==> src/rtl/rtg_pkg.sv <==
package rtg_pkg;

  // Register layout: two half-words per timing register.
  localparam int HW = 16;
  localparam int RW = 2 * HW;

  typedef struct packed {
    logic [HW-1:0] hi;
    logic [HW-1:0] lo;
  } pair_t;

  typedef struct packed {
    pair_t hTot;
    pair_t hBlk;
    pair_t hSyn;
    pair_t vTot;
    pair_t vBlk;
    pair_t vSyn;
    logic  hPolLow;
    logic  vPolLow;
  } timing_t;

  typedef enum logic [2:0] {
    REG_HTOT = 3'd0,
    REG_HBLK = 3'd1,
    REG_HSYN = 3'd2,
    REG_VTOT = 3'd3,
    REG_VBLK = 3'd4,
    REG_VSYN = 3'd5,
    REG_POL  = 3'd6
  } regSel_e;

  // Strobes from control to datapath and register bank.
  typedef struct packed {
    logic run;
    logic lineWrap;
    logic frameWrap;
    logic loadCfg;
  } strobe_t;

endpackage

==> src/rtl/rtg_regs.sv <==
module rtg_regs
  import rtg_pkg::*;
#(
  parameter timing_t RST_CFG = '0
) (
  input  logic          clk,
  input  logic          rstN,
  input  logic          wrEn,
  input  logic [2:0]    wrSel,
  input  logic [RW-1:0] wrData,
  input  logic          loadCfg,
  output timing_t       actCfg
);

  timing_t pendCfg;
  timing_t pendNext;

  always_comb begin
    pendNext = pendCfg;
    if (wrEn) begin
      case (regSel_e'(wrSel))
        REG_HTOT: pendNext.hTot = wrData;
        REG_HBLK: pendNext.hBlk = wrData;
        REG_HSYN: pendNext.hSyn = wrData;
        REG_VTOT: pendNext.vTot = wrData;
        REG_VBLK: pendNext.vBlk = wrData;
        REG_VSYN: pendNext.vSyn = wrData;
        REG_POL: begin
          pendNext.hPolLow = wrData[0];
          pendNext.vPolLow = wrData[1];
        end
        default: ;
      endcase
    end
  end

  always_ff @(posedge clk) begin
    if (!rstN) begin
      pendCfg <= RST_CFG;
      actCfg  <= RST_CFG;
    end else begin
      pendCfg <= pendNext;
      if (loadCfg) actCfg <= pendNext;
    end
  end

endmodule

==> src/rtl/rtg_ctrl.sv <==
module rtg_ctrl
  import rtg_pkg::*;
(
  input  logic    pipeEn,
  input  logic    pixAtEnd,
  input  logic    lineAtEnd,
  output strobe_t strobe
);

  always_comb begin
    strobe.run       = pipeEn;
    strobe.lineWrap  = pipeEn && pixAtEnd;
    strobe.frameWrap = pipeEn && pixAtEnd && lineAtEnd;
    strobe.loadCfg   = !pipeEn || (pixAtEnd && lineAtEnd);
  end

endmodule

==> src/rtl/rtg_datapath.sv <==
module rtg_datapath
  import rtg_pkg::*;
(
  input  logic          clk,
  input  logic          rstN,
  input  strobe_t       strobe,
  input  timing_t       cfg,
  output logic          pixAtEnd,
  output logic          lineAtEnd,
  output logic [HW-1:0] pixX,
  output logic [HW-1:0] lineY,
  output logic          hsyncOut,
  output logic          vsyncOut,
  output logic          dataEn,
  output logic          blankOut
);

  logic [HW-1:0] pixCnt;
  logic [HW-1:0] lineCnt;
  logic hsAct, vsAct, hBlank, vBlank;

  assign pixAtEnd  = pixCnt  >= cfg.hTot.hi;
  assign lineAtEnd = lineCnt >= cfg.vTot.hi;

  always_ff @(posedge clk) begin
    if (!rstN || !strobe.run) begin
      pixCnt  <= '0;
      lineCnt <= '0;
    end else if (strobe.lineWrap) begin
      pixCnt  <= '0;
      lineCnt <= strobe.frameWrap ? '0 : lineCnt + 1'b1;
    end else begin
      pixCnt  <= pixCnt + 1'b1;
    end
  end

  always_comb begin
    hsAct  = (pixCnt  > cfg.hSyn.lo) && (pixCnt  <= cfg.hSyn.hi);
    vsAct  = (lineCnt > cfg.vSyn.lo) && (lineCnt <= cfg.vSyn.hi);
    hBlank = (pixCnt  > cfg.hBlk.lo) && (pixCnt  <= cfg.hBlk.hi);
    vBlank = (lineCnt > cfg.vBlk.lo) && (lineCnt <= cfg.vBlk.hi);
    pixX     = strobe.run ? pixCnt  : '0;
    lineY    = strobe.run ? lineCnt : '0;
    dataEn   = strobe.run && (pixCnt <= cfg.hTot.lo) && (lineCnt <= cfg.vTot.lo);
    blankOut = !strobe.run || hBlank || vBlank;
    hsyncOut = (strobe.run && hsAct) ^ cfg.hPolLow;
    vsyncOut = (strobe.run && vsAct) ^ cfg.vPolLow;
  end

endmodule

==> src/rtl/raster_timing_gen.sv <==
module raster_timing_gen
  import rtg_pkg::*;
#(
  parameter int H_ACTIVE = 640,
  parameter int H_BORDER = 0,
  parameter int H_FPORCH = 16,
  parameter int H_SYNC   = 96,
  parameter int H_BLANK  = 160,
  parameter int V_ACTIVE = 480,
  parameter int V_BORDER = 0,
  parameter int V_FPORCH = 10,
  parameter int V_SYNC   = 2,
  parameter int V_BLANK  = 45
) (
  input  logic          clk,
  input  logic          rstN,
  input  logic          pipeEn,
  input  logic          regWrEn,
  input  logic [2:0]    regSel,
  input  logic [31:0]   regWrData,
  output logic [15:0]   pixX,
  output logic [15:0]   lineY,
  output logic          hsyncOut,
  output logic          vsyncOut,
  output logic          dataEn,
  output logic          blankOut
);

  localparam int H_EDGE = H_ACTIVE + H_BORDER;
  localparam int V_EDGE = V_ACTIVE + V_BORDER;
  localparam int H_LAST = H_EDGE + H_BLANK - 1;
  localparam int V_LAST = V_EDGE + V_BLANK - 1;

  localparam timing_t RST_CFG = '{
    hTot: '{hi: HW'(H_LAST), lo: HW'(H_ACTIVE - 1)},
    hBlk: '{hi: HW'(H_LAST), lo: HW'(H_EDGE - 1)},
    hSyn: '{hi: HW'(H_EDGE + H_FPORCH + H_SYNC - 1), lo: HW'(H_EDGE + H_FPORCH - 1)},
    vTot: '{hi: HW'(V_LAST), lo: HW'(V_ACTIVE - 1)},
    vBlk: '{hi: HW'(V_LAST), lo: HW'(V_EDGE - 1)},
    vSyn: '{hi: HW'(V_EDGE + V_FPORCH + V_SYNC - 1), lo: HW'(V_EDGE + V_FPORCH - 1)},
    hPolLow: 1'b0,
    vPolLow: 1'b0
  };

  timing_t actCfg;
  strobe_t strobe;
  logic    pixAtEnd;
  logic    lineAtEnd;

  rtg_regs #(.RST_CFG(RST_CFG)) u_regs (
    .clk     (clk),
    .rstN    (rstN),
    .wrEn    (regWrEn),
    .wrSel   (regSel),
    .wrData  (regWrData),
    .loadCfg (strobe.loadCfg),
    .actCfg  (actCfg)
  );

  rtg_ctrl u_ctrl (
    .pipeEn    (pipeEn),
    .pixAtEnd  (pixAtEnd),
    .lineAtEnd (lineAtEnd),
    .strobe    (strobe)
  );

  rtg_datapath u_dp (
    .clk       (clk),
    .rstN      (rstN),
    .strobe    (strobe),
    .cfg       (actCfg),
    .pixAtEnd  (pixAtEnd),
    .lineAtEnd (lineAtEnd),
    .pixX      (pixX),
    .lineY     (lineY),
    .hsyncOut  (hsyncOut),
    .vsyncOut  (vsyncOut),
    .dataEn    (dataEn),
    .blankOut  (blankOut)
  );

endmodule

==> config.mk <==
export PLATFORM = sky130hd
export DESIGN_NAME = raster_timing_gen
export DESIGN_NICKNAME = d
export VERILOG_FILES = /design/src/rtl/rtg_pkg.sv /design/src/rtl/rtg_regs.sv /design/src/rtl/rtg_ctrl.sv /design/src/rtl/rtg_datapath.sv /design/src/rtl/raster_timing_gen.sv
export SDC_FILE = /design/constraint.sdc
export NUM_CORES = 1
export LEC_CHECK = 0
export BUFFER_PORTS_ARGS = -buffer_cell sky130_fd_sc_hd__buf_2
export CORE_MARGIN = 5
export CORE_UTILIZATION = 60
export DETAILED_ROUTE_END_ITERATION = 10
export PLACE_DENSITY = 0.83
export SLEW_MARGIN = 20
export SYNTH_ARGS = -nofsm -noshare
export SYNTH_HDL_FRONTEND = slang
export SYNTH_SLANG_ARGS = --single-unit
==> constraint.sdc <==
create_clock -name clk -period 5.85 [get_ports clk]
set_input_delay 0.585 -clock clk [delete_from_list [all_inputs] [get_ports clk]]
set_output_delay 0.585 -clock clk [all_outputs]
set_load 0.02 [all_outputs]
==> Word-level counts from Yosys, hierarchy flattened <==
Index checks and enable logic that the tools add are counted.
{ "classes": {"n_reduce_logical": 19, "n_bitwise": 2, "shift": 0, "order_cmp": 12, "muxes": 11, "eq_ne": 6, "multipliers": 0, "n_addsub": 2, "div": 0} }
{ "ops": {"columns": ["operator", "count"], "rows": [
  ["$mux W194", 1],
  ["$mux W32", 6],
  ["$le A16 B16 Y1", 6],
  ["$gt A16 B16 Y1", 4],
  ["$mux W16", 3],
  ["$add A16 B1 Y16 const B", 2],
  ["$ge A16 B16 Y1", 2],
  ["$logic_and A1 B1 Y1", 11],
  ["$eq A3 B3 Y1 const B", 3],
  ["$eq A3 B2 Y1 const B", 2],
  ["$logic_or A1 B1 Y1", 4],
  ["$eq A3 B1 Y1 const B", 1],
  ["$logic_not A3 Y1", 1],
  ["$logic_not A1 Y1", 2],
  ["$mux W2", 1],
  ["$reduce_or A2 Y1", 1],
  ["$xor A1 B1 Y1", 2]
]} }
{ "totals": {"register_bits": 420, "mem_count": 0, "rom_bits": 0, "wordCells": 82, "input_bits": 39, "ram_bits": 0, "latch_bits": 0} }

==> Depth between registers and ports, before layout <==
{ "logic_depth": {"depth_word": 4, "depth_mapped": 12, "ltp_nobuf": 9} }

==> Cells and area by module <==
Synthesis repeated with hierarchy kept, for this count alone.
{ "hier_totals": {"cells_unflattened": 2326, "hier_area_um2": 21171.6} }
{ "by_module_without_submodules": {"columns": ["mod", "instances", "cells_per_inst", "seq_area_each_um2", "area_each_um2"], "rows": [
  ["rtg_regs", 1, 1480, 7767.4, 14816.7],
  ["rtg_datapath", 1, 842, 640.6, 6322.3],
  ["rtg_ctrl", 1, 4, 0.0, 32.5]
]} }

==> Worst setup path before layout <==
Ideal clock, no wire load.
{ "synth_timing": {"path_kind": "reg-to-output", "start": "register u_dp.lineCnt[7]", "end": "output blankOut", "path_stages_with_launch": 8, "setup_slack_ps": 3213, "t_arrival_ps": 2052, "path_buffers": 0, "cell_sequence": "dfxtp_1 > ha_1 > a21oi_1 > a21oi_1 > a211oi_1 > o31a_1 > a21oi_1 > o32ai_1"} }
{ "synth_between": {"elab_chain_len": 3, "elab_cells_between_ends": 4, "cone_classes": "order compare: 2; reduce/logical: 2"} }
{ "synth_lines": {"columns": ["element", "line", "source"], "rows": [
  ["from (decl)", "rtg_datapath.sv:19", "logic [HW-1:0] lineCnt;"],
  ["from (signal assigned)", "rtg_datapath.sv:31", "lineCnt <= strobe.frameWrap ? '0 : lineCnt + 1'b1;"],
  ["$gt A16 B16 Y1 / $le A16 B16 Y1 (equally long branches)", "rtg_datapath.sv:41", "vBlank = (lineCnt > cfg.vBlk.lo) && (lineCnt <= cfg.vBlk.hi);"],
  ["$logic_and A1 B1 Y1 *", "rtg_datapath.sv:41", null],
  ["$logic_or A1 B1 Y1 *", "rtg_datapath.sv:45", "blankOut = !strobe.run || hBlank || vBlank;"],
  ["to (decl)", "raster_timing_gen.sv:26", "output logic blankOut"]
]} }
Mark *: on every way between the ends. The rest lies on a longest branch, timed or not.

==> Worst setup path after layout <==
{ "layout_timing": {"start": "register u_dp.lineCnt[1]", "end": "output vsyncOut"} }
{ "layout_between": {"elab_chain_len": 4, "elab_cells_between_ends": 5, "cone_classes": "order compare: 2; bitwise: 1; reduce/logical: 2"} }
{ "layout_lines": {"columns": ["element", "line", "source"], "rows": [
  ["$gt A16 B16 Y1 / $le A16 B16 Y1 (equally long branches)", "rtg_datapath.sv:39", "vsAct = (lineCnt > cfg.vSyn.lo) && (lineCnt <= cfg.vSyn.hi);"],
  ["$logic_and A1 B1 Y1 *", "rtg_datapath.sv:39", null],
  ["$logic_and A1 B1 Y1 *", "rtg_datapath.sv:47", "vsyncOut = (strobe.run && vsAct) ^ cfg.vPolLow;"],
  ["$xor A1 B1 Y1 *", "rtg_datapath.sv:47", null],
  ["to (decl)", "raster_timing_gen.sv:24", "output logic vsyncOut,"]
]} }
Marked as above.

==> flow_summary.json <==
{
  "fin_crit_sh": 0.6805,
  "worst_clock_skew_ps": 19.93,
  "path_buf_inv": 1,
  "synth_edf_count": 0,
  "fillCellCount": 2604,
  "first_pass_iters": 5,
  "fp-row-count": 66,
  "min_path_cells": 3,
  "synth_top_area_frac": 0.4242,
  "wl_per_cell_um": 21.30,
  "antenna_left": 0,
  "hp-class": "in -> reg",
  "tritoncts": "yes",
  "num-nets-final": 2423,
  "status": "complete, no violations",
  "syn_to_final_growth_pct": 9.760,
  "cts_buffers": 42,
  "cp.required_ps": 5270,
  "cts_resized": 0,
  "io_buffers": 74,
  "die-area_mm2": 0.03677,
  "min_delay_worst_endpoint": "u_regs.pendCfg[164]",
  "post-cts-setup-buffer-count": 0,
  "grt_pass1_wl_mm": 88.33,
  "tightest_slew_ps": 1113,
  "synthCells": 2163,
  "leakagePower_uw": 0.009948,
  "r2r_setup_slack_ps": 2010,
  "crit_arrival_ps": 3400,
  "tns_ps": 0,
  "synth_area_leader_cell": "dfxtp_1",
  "crit_type": "reg -> out",
  "setup_viol": 0,
  "p_sw_frac": 0.2499,
  "ys_seq_area_frac": 0.4242,
  "final-hold-violation-count": 0,
  "p_switching_uw": 1661,
  "cp_slowest_stage_delay_ps": 580,
  "drt_iter0_markers": 1473,
  "dp_hpwl_mm": 38.15,
  "clock_sinks": 420,
  "worst_setup_path_start_kind": "register",
  "yosysWarnings": 0,
  "grt_pass1_vias": 16071,
  "via_per_inst": 6.098,
  "cts_buffer_depth": 3,
  "dominantRegCellSynth": "dfxtp_1",
  "ff2ff_path_depth": 8,
  "p_comb_frac": 0.110,
  "intPower_uw": 4986,
  "cts_hold_buffers": 0,
  "clk_latency_ps": 550,
  "ir_worst_vdd_uv": 197.0,
  "whs_ps": 390.2,
  "register_area_mm2": 0.008408,
  "fmax_mhz": 251.2,
  "clockPowerShare": 0.423,
  "finalMaxSlewViolations": 0,
  "seqPwrFrac": 0.467,
  "overflow": 0,
  "grt_antenna_before_repair": 0,
  "dieWidth_um": 191.7,
  "synthDistinctLibCells": 67,
  "fin_crit_ps": 3981,
  "synth_fp_nets": 2396,
  "drv_cap": 0,
  "min_from": "regWrData[2]",
  "crit_family": "compound AO/OA/AOI/OAI gates",
  "grt_max_degree": 116,
  "synth_area_mm2": 0.01982,
  "htreeDepth": 2,
  "crit_fanout": 10,
  "avgSynthCellArea_um2": 9.163,
  "grt_setup_unrepaired": "false",
  "drc": 0,
  "die_h_um": 191.7,
  "cpMaxStageDelayCell": "dfxtp_1",
  "vias": 16244,
  "crit_chain": "ha_1 -> nor2b_1 -> o211ai_1 -> a21oi_1 -> o31a_1 -> o31ai_1 -> nand4_1 -> xnor2_1 -> buf_2",
  "maxSlewHeadroom": 0.2582,
  "diodes": 0,
  "core_area_mm2": 0.03254,
  "final_layout_size_suffix_gt1_frac": 0.1121,
  "p_per_area_mw_per_mm2": 305.6,
  "endpoint_kind": "output pin",
  "r2r_start": "u_dp.pixCnt[2]",
  "r2r_end": "u_regs.actCfg[57]",
  "gp_congestion": 0.9248,
  "io_pins": 75,
  "ys_ff_latch": 420,
  "clk_pin_slew_ps": 60,
  "multi_input_area_mm2": 0.01012,
  "grt_use_total": 0.3055,
  "cts_root_buf": "clkbuf_16",
  "finalWirelength_mm": 56.74,
  "async_flop_share": 0,
  "initial_core_util": 0.6091,
  "synth_area_leaders": "dfxtp_1, ha_1, nand2_1"
}
[sequential cells by signal, summed over array words and instances (netlist names)]
signal and cells:
u_dp.lineCnt 16, u_dp.pixCnt 16, u_regs.actCfg 194, u_regs.pendCfg 194
[cells by family after synthesis]
logic type | after synthesis | synth area share
compound gates | 496 | 0.2136
xor+xnor | 18 | 0.007954
fa+ha+maj | 194 | 0.1225
buf+inv | 299 | 0.06673
flops | 420 | 0.4242
mux | 2 | 0.001010
simple gates | 734 | 0.1640
[per-stage QoR]
step | cell area [µm²] | setup WS, ps | utilization | power [µW] | instances
after detailed placement | 20320 | 2160 | 0.6246 | 3880 | 2588
final | 21750 | 1869 | 0.6686 | 6647 | 2664
after global placement | 20320 | 2202 | 0.6246 | 3843 | 2588
after floorplan | 19820 | 3213 | - | 3668 | 2163
after CTS | 21750 | 1918 | 0.6686 | 6656 | 2664
after global routing | 21750 | 1797 | 0.6686 | 6875 | 2664
[layout make-up]
type / instances / area share
Clock buffer: 63 / 0.05809
Clock inverter: 13 / 0.007707
Inverter: 188 / 0.03244
Multi-Input combinational cell: 1444 / 0.4652
Sequential cell: 420 / 0.3865
Tap cell: 442 / 0.02542
Timing Repair Buffer: 94 / 0.02462
[power groups by stage]
stage / logic [µW] / registers, µW / clock network [µW]
after detailed placement: 717 / 3160 / 0
after floorplan: 527 / 3140 / 0
after CTS: 724 / 3100 / 2830
after global routing: 805 / 3120 / 2960
after global placement: 688 / 3160 / 0
final: 733 / 3100 / 2810
[worst max-delay path by stage]
| stage | from | to | slack [ps] | cells after the start |
|---|---|---|---|---|
| 2_1_floorplan | u_dp.lineCnt[7] | blankOut | 3210 | 7 |
| 3_3_place_gp | u_dp.pixCnt[2] | u_regs.actCfg[91] | 2200 | 9 |
| 3_5_place_dp | u_dp.pixCnt[2] | u_regs.actCfg[57] | 2160 | 8 |
| 4_1_cts | u_dp.lineCnt[7] | blankOut | 1920 | 8 |
| 5_1_grt | u_dp.lineCnt[11] | vsyncOut | 1800 | 9 |
| 6_report | u_dp.lineCnt[1] | vsyncOut | 1870 | 9 |
[tightest hold or removal path: cells and delay by family]
family | cells | cell delay, ps
buffers and inverters | 1 | 160
AND/OR/NAND/NOR | 2 | 150
[Yosys cell counts, types with 31 or more instances]
| master | n |
|---|---|
| nand2_1 | 427 |
| dfxtp_1 | 420 |
| ha_1 | 194 |
| inv_1 | 188 |
| nand3_1 | 115 |
| a21boi_0 | 111 |
| a22o_1 | 79 |
| a2bb2oi_2 | 74 |
| clkbuf_1 | 60 |
| nor2_1 | 59 |
| a21oi_1 | 55 |
| o21ai_0 | 44 |
| a2bb2oi_1 | 37 |
| and2_1 | 34 |
| nand4_1 | 31 |
[layer usage]
metal	wire (µm)	global-route usage
met1	22380	0.3857
met2	26000	0.4976
met3	5223	0.06434
met4	3140	0.1503
met5	0	0
[cells in the final DEF, fill, tap and decap left out, types with 8 or more instances in the layout]
cell,n
nand2_1,427
a21boi_0,111
nand3_1,115
clkbuf_1,11
dfxtp_1,420
o21a_1,8
ha_1,194
a22o_1,79
xor2_1,10
a2bb2oi_2,74
o21ai_0,44
a211oi_1,11
and2_1,33
nor2_1,57
and3_1,11
clkinv_2,8
o211ai_1,11
inv_1,188
buf_2,73
xnor2_1,8
nand4_1,31
a21o_1,21
nor2b_1,18
clkbuf_16,45
a2bb2oi_1,37
a21oi_1,55
nor3_1,9
buf_4,20
nand2b_1,9
Power figures use the tool's default switching activity.
